## config.mk

```make
export PLATFORM = sky130hd
export DESIGN_NAME = i2c_reg_target
export DESIGN_NICKNAME = d
export VERILOG_FILES = /design/src/rtl/i2c_tgt_pkg.sv /design/src/rtl/i2c_tgt_sync.sv /design/src/rtl/i2c_tgt_events.sv /design/src/rtl/i2c_tgt_ctrl.sv /design/src/rtl/i2c_reg_target.sv
export SDC_FILE = /design/constraint.sdc
export NUM_CORES = 1
export LEC_CHECK = 0
export BUFFER_PORTS_ARGS = -buffer_cell sky130_fd_sc_hd__buf_2
export CORE_MARGIN = 4
export CORE_UTILIZATION = 56
export CTS_CLUSTER_DIAMETER = 120
export DETAILED_ROUTE_END_ITERATION = 10
export GPL_TIMING_DRIVEN = 0
export PLACE_DENSITY_LB_ADDON = 0.15
export SLEW_MARGIN = 0
export SYNTH_ARGS = -nofsm -noshare
export SYNTH_HDL_FRONTEND = slang
export SYNTH_SLANG_ARGS = --single-unit
```

## constraint.sdc

```tcl
create_clock -name clk -period 3.3 [get_ports clk]
set_input_delay 0.33 -clock clk [delete_from_list [all_inputs] [get_ports clk]]
set_output_delay 0.33 -clock clk [all_outputs]
set_load 0.05 [all_outputs]
```

## src/rtl/i2c_tgt_pkg.sv

```systemverilog
package i2c_tgt_pkg;

  localparam int BYTE_W = 8;

  // Protocol phase of the target
  typedef enum logic [2:0] {
    PH_IDLE,   // off the bus, waiting for a start
    PH_RX,     // shifting in a byte from the master
    PH_RXACK,  // driving the acknowledge for a received byte
    PH_TX,     // shifting out a register byte
    PH_TXACK   // listening to the master's acknowledge
  } phase_e;

  // Meaning of the byte currently being received
  typedef enum logic [1:0] {
    BY_DEV,
    BY_PTR,
    BY_DATA
  } byte_e;

endpackage

```

## src/rtl/i2c_tgt_sync.sv

```systemverilog
module i2c_tgt_sync #(
  parameter int LINES  = 2,
  parameter int STAGES = 2
) (
  input  logic             clk,
  input  logic             rst_n,
  input  logic [LINES-1:0] raw_i,
  output logic [LINES-1:0] lvl_o,
  output logic [LINES-1:0] prv_o
);

  // One chain per line; the last stage holds the previous level for edges.
  for (genvar i = 0; i < LINES; i++) begin : g_line
    logic [STAGES:0] chain_q;
    logic [STAGES:0] chain_d;

    assign chain_d = {chain_q[STAGES-1:0], raw_i[i]};

    always_ff @(posedge clk or negedge rst_n) begin
      if (!rst_n) chain_q <= '1;
      else        chain_q <= chain_d;
    end

    assign lvl_o[i] = chain_q[STAGES-1];
    assign prv_o[i] = chain_q[STAGES];
  end

endmodule

```

## src/rtl/i2c_tgt_events.sv

```systemverilog
module i2c_tgt_events (
  input  logic scl_lvl,
  input  logic scl_prv,
  input  logic sda_lvl,
  input  logic sda_prv,
  output logic scl_rise,
  output logic scl_fall,
  output logic start_ev,
  output logic stop_ev
);

  logic scl_held_high;

  assign scl_held_high = scl_lvl & scl_prv;
  assign scl_rise      = scl_lvl & ~scl_prv;
  assign scl_fall      = ~scl_lvl & scl_prv;
  assign start_ev      = scl_held_high & sda_prv & ~sda_lvl;
  assign stop_ev       = scl_held_high & ~sda_prv & sda_lvl;

endmodule

```

## src/rtl/i2c_tgt_ctrl.sv

```systemverilog
module i2c_tgt_ctrl
  import i2c_tgt_pkg::*;
#(
  parameter logic [6:0] DEV_ADDR  = 7'h4B,
  parameter int         PTR_BYTES = 2,
  localparam int        PTR_W     = BYTE_W * PTR_BYTES,
  localparam int        PIDX_W    = $clog2(PTR_BYTES + 1)
) (
  input  logic              clk,
  input  logic              rst_n,
  input  logic              sda_lvl,
  input  logic              scl_rise,
  input  logic              scl_fall,
  input  logic              start_ev,
  input  logic              stop_ev,
  output logic              sda_pull,
  output logic [PTR_W-1:0]  reg_addr,
  output logic [BYTE_W-1:0] reg_wdata,
  output logic              reg_we,
  output logic              reg_re,
  input  logic [BYTE_W-1:0] reg_rdata
);

  phase_e              phase_q, phase_d;
  byte_e               kind_q,  kind_d;
  logic [3:0]          bit_q,   bit_d;
  logic [BYTE_W-1:0]   sh_q,    sh_d;
  logic [PTR_W-1:0]    ptr_q,   ptr_d;
  logic [PIDX_W-1:0]   pidx_q,  pidx_d;
  logic                pull_q,  pull_d;
  logic                rw_q,    rw_d;
  logic                mack_q,  mack_d;
  logic                load_rd;
  logic [PTR_W-1:0]    ptr_shift;
  logic [PTR_W-1:0]    ptr_inc;

  // Pointer bytes enter at the bottom so the first byte ends up on top.
  if (PTR_BYTES > 1) begin : g_ptr_wide
    assign ptr_shift = {ptr_q[PTR_W-BYTE_W-1:0], sh_q};
  end else begin : g_ptr_narrow
    assign ptr_shift = sh_q;
  end

  assign ptr_inc = ptr_q + PTR_W'(1);

  // Next-state logic
  always_comb begin
    phase_d = phase_q;
    kind_d  = kind_q;
    bit_d   = bit_q;
    sh_d    = sh_q;
    ptr_d   = ptr_q;
    pidx_d  = pidx_q;
    pull_d  = pull_q;
    rw_d    = rw_q;
    mack_d  = mack_q;
    reg_we  = 1'b0;
    reg_re  = 1'b0;
    load_rd = 1'b0;

    if (stop_ev) begin
      phase_d = PH_IDLE;
      pull_d  = 1'b0;
    end else if (start_ev) begin
      // Start or repeated start: any partial byte is simply forgotten.
      phase_d = PH_RX;
      kind_d  = BY_DEV;
      bit_d   = '0;
      pidx_d  = '0;
      pull_d  = 1'b0;
    end else begin
      unique case (phase_q)
        PH_RX: begin
          if (scl_rise && bit_q < 4'd8) begin
            sh_d  = {sh_q[BYTE_W-2:0], sda_lvl};
            bit_d = bit_q + 4'd1;
          end else if (scl_fall && bit_q == 4'd8) begin
            unique case (kind_q)
              BY_DEV: begin
                if (sh_q[7:1] == DEV_ADDR) begin
                  rw_d    = sh_q[0];
                  pull_d  = 1'b1;
                  phase_d = PH_RXACK;
                end else begin
                  phase_d = PH_IDLE;
                end
              end
              BY_PTR: begin
                ptr_d   = ptr_shift;
                pidx_d  = pidx_q + PIDX_W'(1);
                pull_d  = 1'b1;
                phase_d = PH_RXACK;
              end
              default: begin
                reg_we  = 1'b1;
                ptr_d   = ptr_inc;
                pull_d  = 1'b1;
                phase_d = PH_RXACK;
              end
            endcase
          end
        end

        PH_RXACK: begin
          if (scl_fall) begin
            if (kind_q == BY_DEV && rw_q) begin
              load_rd = 1'b1;
            end else begin
              pull_d  = 1'b0;
              phase_d = PH_RX;
              bit_d   = '0;
              if (kind_q == BY_DEV) begin
                kind_d = (PTR_BYTES > 0) ? BY_PTR : BY_DATA;
              end else if (kind_q == BY_PTR && pidx_q == PIDX_W'(PTR_BYTES)) begin
                kind_d = BY_DATA;
              end
            end
          end
        end

        PH_TX: begin
          if (scl_fall) begin
            if (bit_q == 4'd7) begin
              pull_d  = 1'b0;
              phase_d = PH_TXACK;
            end else begin
              sh_d   = {sh_q[BYTE_W-2:0], 1'b0};
              bit_d  = bit_q + 4'd1;
              pull_d = ~sh_q[BYTE_W-2];
            end
          end
        end

        PH_TXACK: begin
          if (scl_rise) mack_d = ~sda_lvl;
          if (scl_fall) begin
            if (mack_q) load_rd = 1'b1;
            else        phase_d = PH_IDLE;
          end
        end

        default: ;
      endcase
    end

    // Fetch of the next register byte for a read
    if (load_rd) begin
      reg_re  = 1'b1;
      sh_d    = reg_rdata;
      ptr_d   = ptr_inc;
      pull_d  = ~reg_rdata[BYTE_W-1];
      bit_d   = '0;
      phase_d = PH_TX;
    end
  end

  // State registers
  always_ff @(posedge clk or negedge rst_n) begin
    if (!rst_n) begin
      phase_q <= PH_IDLE;
      kind_q  <= BY_DEV;
      bit_q   <= '0;
      sh_q    <= '0;
      ptr_q   <= '0;
      pidx_q  <= '0;
      pull_q  <= 1'b0;
      rw_q    <= 1'b0;
      mack_q  <= 1'b0;
    end else begin
      phase_q <= phase_d;
      kind_q  <= kind_d;
      bit_q   <= bit_d;
      sh_q    <= sh_d;
      ptr_q   <= ptr_d;
      pidx_q  <= pidx_d;
      pull_q  <= pull_d;
      rw_q    <= rw_d;
      mack_q  <= mack_d;
    end
  end

  assign sda_pull  = pull_q;
  assign reg_addr  = ptr_q;
  assign reg_wdata = sh_q;

endmodule

```

## src/rtl/i2c_reg_target.sv

```systemverilog
module i2c_reg_target
  import i2c_tgt_pkg::*;
#(
  parameter logic [6:0] DEV_ADDR    = 7'h4B,
  parameter int         PTR_BYTES   = 2,
  parameter int         SYNC_STAGES = 2,
  localparam int        PTR_W       = BYTE_W * PTR_BYTES
) (
  input  logic              clk,
  input  logic              rst_n,
  input  logic              scl_i,
  input  logic              sda_i,
  output logic              sda_pull_o,
  output logic [PTR_W-1:0]  reg_addr_o,
  output logic [BYTE_W-1:0] reg_wdata_o,
  output logic              reg_we_o,
  output logic              reg_re_o,
  input  logic [BYTE_W-1:0] reg_rdata_i
);

  logic [1:0] rst_pipe_q;
  logic       rst_sync_n;
  logic [1:0] line_lvl;
  logic [1:0] line_prv;
  logic       scl_lvl;
  logic       scl_rise;
  logic       scl_fall;
  logic       start_ev;
  logic       stop_ev;

  // Reset asserts at once and is released on a clock edge.
  always_ff @(posedge clk or negedge rst_n) begin
    if (!rst_n) rst_pipe_q <= '0;
    else        rst_pipe_q <= {rst_pipe_q[0], 1'b1};
  end
  assign rst_sync_n = rst_pipe_q[1];

  i2c_tgt_sync #(
    .LINES  (2),
    .STAGES (SYNC_STAGES)
  ) u_sync (
    .clk   (clk),
    .rst_n (rst_sync_n),
    .raw_i ({scl_i, sda_i}),
    .lvl_o (line_lvl),
    .prv_o (line_prv)
  );

  assign scl_lvl = line_lvl[1];

  i2c_tgt_events u_events (
    .scl_lvl  (line_lvl[1]),
    .scl_prv  (line_prv[1]),
    .sda_lvl  (line_lvl[0]),
    .sda_prv  (line_prv[0]),
    .scl_rise (scl_rise),
    .scl_fall (scl_fall),
    .start_ev (start_ev),
    .stop_ev  (stop_ev)
  );

  i2c_tgt_ctrl #(
    .DEV_ADDR  (DEV_ADDR),
    .PTR_BYTES (PTR_BYTES)
  ) u_ctrl (
    .clk       (clk),
    .rst_n     (rst_sync_n),
    .sda_lvl   (line_lvl[0]),
    .scl_rise  (scl_rise),
    .scl_fall  (scl_fall),
    .start_ev  (start_ev),
    .stop_ev   (stop_ev),
    .sda_pull  (sda_pull_o),
    .reg_addr  (reg_addr_o),
    .reg_wdata (reg_wdata_o),
    .reg_we    (reg_we_o),
    .reg_re    (reg_re_o),
    .reg_rdata (reg_rdata_i)
  );

endmodule

```

==> reports/metrics.cfg <==
[status]
status = complete, no violations

[power]
switchingPower_uw = 1190
combPwrFrac = 0.500
p_sw_frac = 0.487
p_total_uw = 2440
clock_power_share = 0.136
max-vdd-ir-drop_mv = 0.724
pwr-share-seq = 0.364
p_per_area_nw_per_um2 = 802
p_int_uw = 1250
power.leakage_uw = 0.00130

[critical_path]
cp_max_fo = 10
crit_arrival_ns = 2.23
cp-start-kind = flop
critPathRequiredTime_ns = 2.97
path_class = flop to output pin
cp-end-kind = output pin

[timing]
rsz0062_at_grt = no
whs_ns = 0.129
relSlewSlack = 0.581
max_freq_mhz = 390
drv_slew = 0
period_share = 0.776
setup-violations-final = 0
hold_viol_final = 0
fin_tns_setup_ns = 0
worst_pin_slew_ns = 0.619
final.min_clock_period_ns = 2.56
skew_ns = 0.00410

[final_layout]
fin_nets = 345
multi_input_area_um2 = 1420
regArea_um2 = 1160
syn2layout_area_growth_pct = 13.8
num_antenna_cells = 0
layout-drive-gt1-share = 0.221
fill_cells = 370

[floorplanning]
die_area_um2 = 5950
initial_core_util = 0.594
fp.dieW_um = 77.1
num_io_pins = 39
core_area_um2 = 4500
dieHeight_um = 77.1
rows = 24

[grt]
grt_pass1_wl_um = 11800
grt_max_degree = 29
grt_usage = 0.242
overflow = 0
grt_pass1_vias = 2312
antenna_found_initial = 0

[clock_network]
cts_tree = done
htreeDepth = 2
clk_pin_slew_ns = 0.08
clock-sinks = 46
numCtsBuffers = 5
cts-root-buf = clkbuf_8
clk_latency_ns = 0.29
post-cts-setup-buffer-count = 0
cts.path.max_buffers = 2
cts_resized = 0

[synthesis]
netlist_area_um2 = 2680
synthCells = 282
yosysUniqueCellTypes = 61
ys_ff_latch = 46
yosysWarnings = 0
syn_avg_cell_area_um2 = 9.49
synth_edf_count = 0
syn_nets = 298
synth_flop_cell = dfrtp_1
synthArstFlopShare = 1.00
ys_seq_area_frac = 0.433

[route]
drt_iter0_drc = 256
firstDrtPassIters = 5
vias_per_cell = 6.38
vias = 2436
drc = 0
routed_wl_um = 6840
detail-route-antenna-nets = 0
wl_per_cell_um = 17.9

[flow_run]
cap_viol_max_count = 0

[placement]
routabilityCongestion = 0.866
dpl.hpwl_um = 4930
io_buffers = 38

[min_path]
hp-class = primary input to flop

## what timing repair did
action | CTS | global route
setup endpoints to repair | 0 | 0
endpoints found under the hold margin | 2 | 0
hold buffers | 1 | 0
## cell usage in the layout, fill, tap and decap left out, types with 3 or more instances in the layout
cell type,count
buf_2,43
dfrtp_1,39
nor2_1,28
a21oi_1,22
nand2_1,19
o21ai_0,18
a31oi_1,11
o22a_1,11
nand3_1,10
mux2i_1,10
clkbuf_1,8
nor2b_1,6
dfstp_2,6
inv_1,5
nand2b_1,5
and3_1,5
clkbuf_8,5
nor3b_1,4
o21ai_1,4
ha_1,4
and4_1,3
and4b_1,3
mux2_2,3
a41oi_1,3
o21a_1,3
## power groups by stage
stage               sequential [µW]  clock [µW]  combinational (µW)
floorplan                      1130           0                 650
detailed placement              891           0                1200
global placement                892           0                1180
global route                    912         368                1330
finish                          888         332                1220
CTS                             881         343                1210
## stage by stage
| stage | cell area [µm²] | std cells | setup WS (ns) | util |
|---|---|---|---|---|
| after floorplan | 2680 | 282 | 1.19 | - |
| after global placement | 2930 | 372 | 1.07 | 0.651 |
| after detailed placement | 2950 | 373 | 1.06 | 0.656 |
| after CTS | 3050 | 382 | 0.746 | 0.676 |
| after global routing | 3050 | 382 | 0.596 | 0.676 |
| final | 3050 | 382 | 0.738 | 0.676 |
## worst max-delay path, stage by stage (launching register included)
cell	delay (ns)
dfrtp_1	0.45
or3b_1	0.50
nor2_2	0.23
o21ai_4	0.12
inv_2	0.15
buf_2	0.20
buf_2	0.29
## registers in the layout, summed over array words and instances, names as in the netlist
name and count:
u_ctrl.rw_q 1, u_ctrl.bit_q 4, u_ctrl.reg_addr 16, rst_pipe_q 2
u_ctrl.pidx_q 2, u_sync.g_line.chain_q 6, u_ctrl.reg_wdata 8, u_ctrl.phase_q 3
u_ctrl.kind_q 2, u_ctrl.mack_q 1, u_ctrl.sda_pull 1
## metal layers
| metal | track usage | share of wire | wire, µm | vias to the layer above |
|---|---|---|---|---|
| met2 | 0.359 | 0.44 | 2980 | 116 |
| met5 | 0 | 0 | 0 | - |
| met4 | 0.0587 | 0.0094 | 64 | 0 |
| met1 | 0.362 | 0.49 | 3340 | 1158 |
| li1 | - | - | - | 1150 |
| met3 | 0.0445 | 0.067 | 455 | 12 |
## final cells by class
type,count,area share
sequential,46,0.381
multi-input combinational,216,0.467
timing repair buffer,40,0.0723
buffer,14,0.0242
tap,52,0.0214
inverter,6,0.00739
clock buffer,6,0.0238
clock inverter,2,0.00329
## synthesized netlist by cell type (2+ instances only)
| cell type | number | area share |
|---|---|---|
| nand2_1 | 19 | 0.027 |
| o31a_1 | 2 | 0.0065 |
| inv_1 | 5 | 0.0070 |
| clkbuf_1 | 7 | 0.0098 |
| o41ai_1 | 2 | 0.0065 |
| nor2b_1 | 6 | 0.014 |
| buf_2 | 5 | 0.0093 |
| mux2i_1 | 10 | 0.037 |
| nand3b_1 | 2 | 0.0056 |
| ha_1 | 4 | 0.019 |
| nor2_1 | 28 | 0.039 |
| o221ai_1 | 2 | 0.0065 |
| o22a_1 | 11 | 0.036 |
| a311oi_1 | 2 | 0.0065 |
| a21oi_1 | 22 | 0.041 |
| nor3_1 | 2 | 0.0037 |
| o21a_1 | 3 | 0.0084 |
| mux2_2 | 3 | 0.013 |
| and2_1 | 2 | 0.0047 |
| nand4_1 | 2 | 0.0047 |
| buf_6 | 2 | 0.0084 |
| o21ai_1 | 4 | 0.0075 |
| and3_1 | 5 | 0.012 |
| dfrtp_1 | 40 | 0.37 |
| nand2b_1 | 5 | 0.012 |
| dfstp_2 | 6 | 0.059 |
| nor3b_1 | 4 | 0.011 |
| and4_1 | 3 | 0.0098 |
| a31oi_1 | 11 | 0.026 |
| a21o_1 | 2 | 0.0056 |
| o21ai_0 | 18 | 0.034 |
| nand3_1 | 10 | 0.019 |
| a41oi_1 | 3 | 0.0098 |
| and4b_1 | 3 | 0.011 |
## logic make-up (layout without fill, tap and decap cells)
| family | after synthesis | in the layout | share of synthesized area |
|---|---|---|---|
| AOI/OAI and AO/OA | 95 | 95 | 0.247 |
| adders and majority gates | 4 | 4 | 0.0187 |
| buffers and inverters | 20 | 68 | 0.0360 |
| DFF | 46 | 46 | 0.433 |
| muxes | 13 | 13 | 0.0500 |
| other | 1 | 1 | 0.00140 |
| and+or+nand+nor | 103 | 103 | 0.214 |
## worst paths after layout
path | depth (start not counted) | start | end | slack, ns
min | 1 | sda_i | u_sync.g_line[0].chain_q[0] | 0.13
min in group asynchronous | 0 | rst_pipe_q[1] | u_ctrl.reg_wdata[7] | 0.20
max in group asynchronous | 1 | rst_pipe_q[1] | u_ctrl.bit_q[3] | 2.62
max reg2reg | 6 | u_ctrl.phase_q[1] | u_ctrl.reg_wdata[1] | 1.01
max | 6 | u_ctrl.phase_q[1] | reg_re_o | 0.74
min reg2reg | 0 | rst_pipe_q[1] | u_ctrl.reg_wdata[7] | 0.20
No activity file was read; power rests on OpenSTA's default activity.
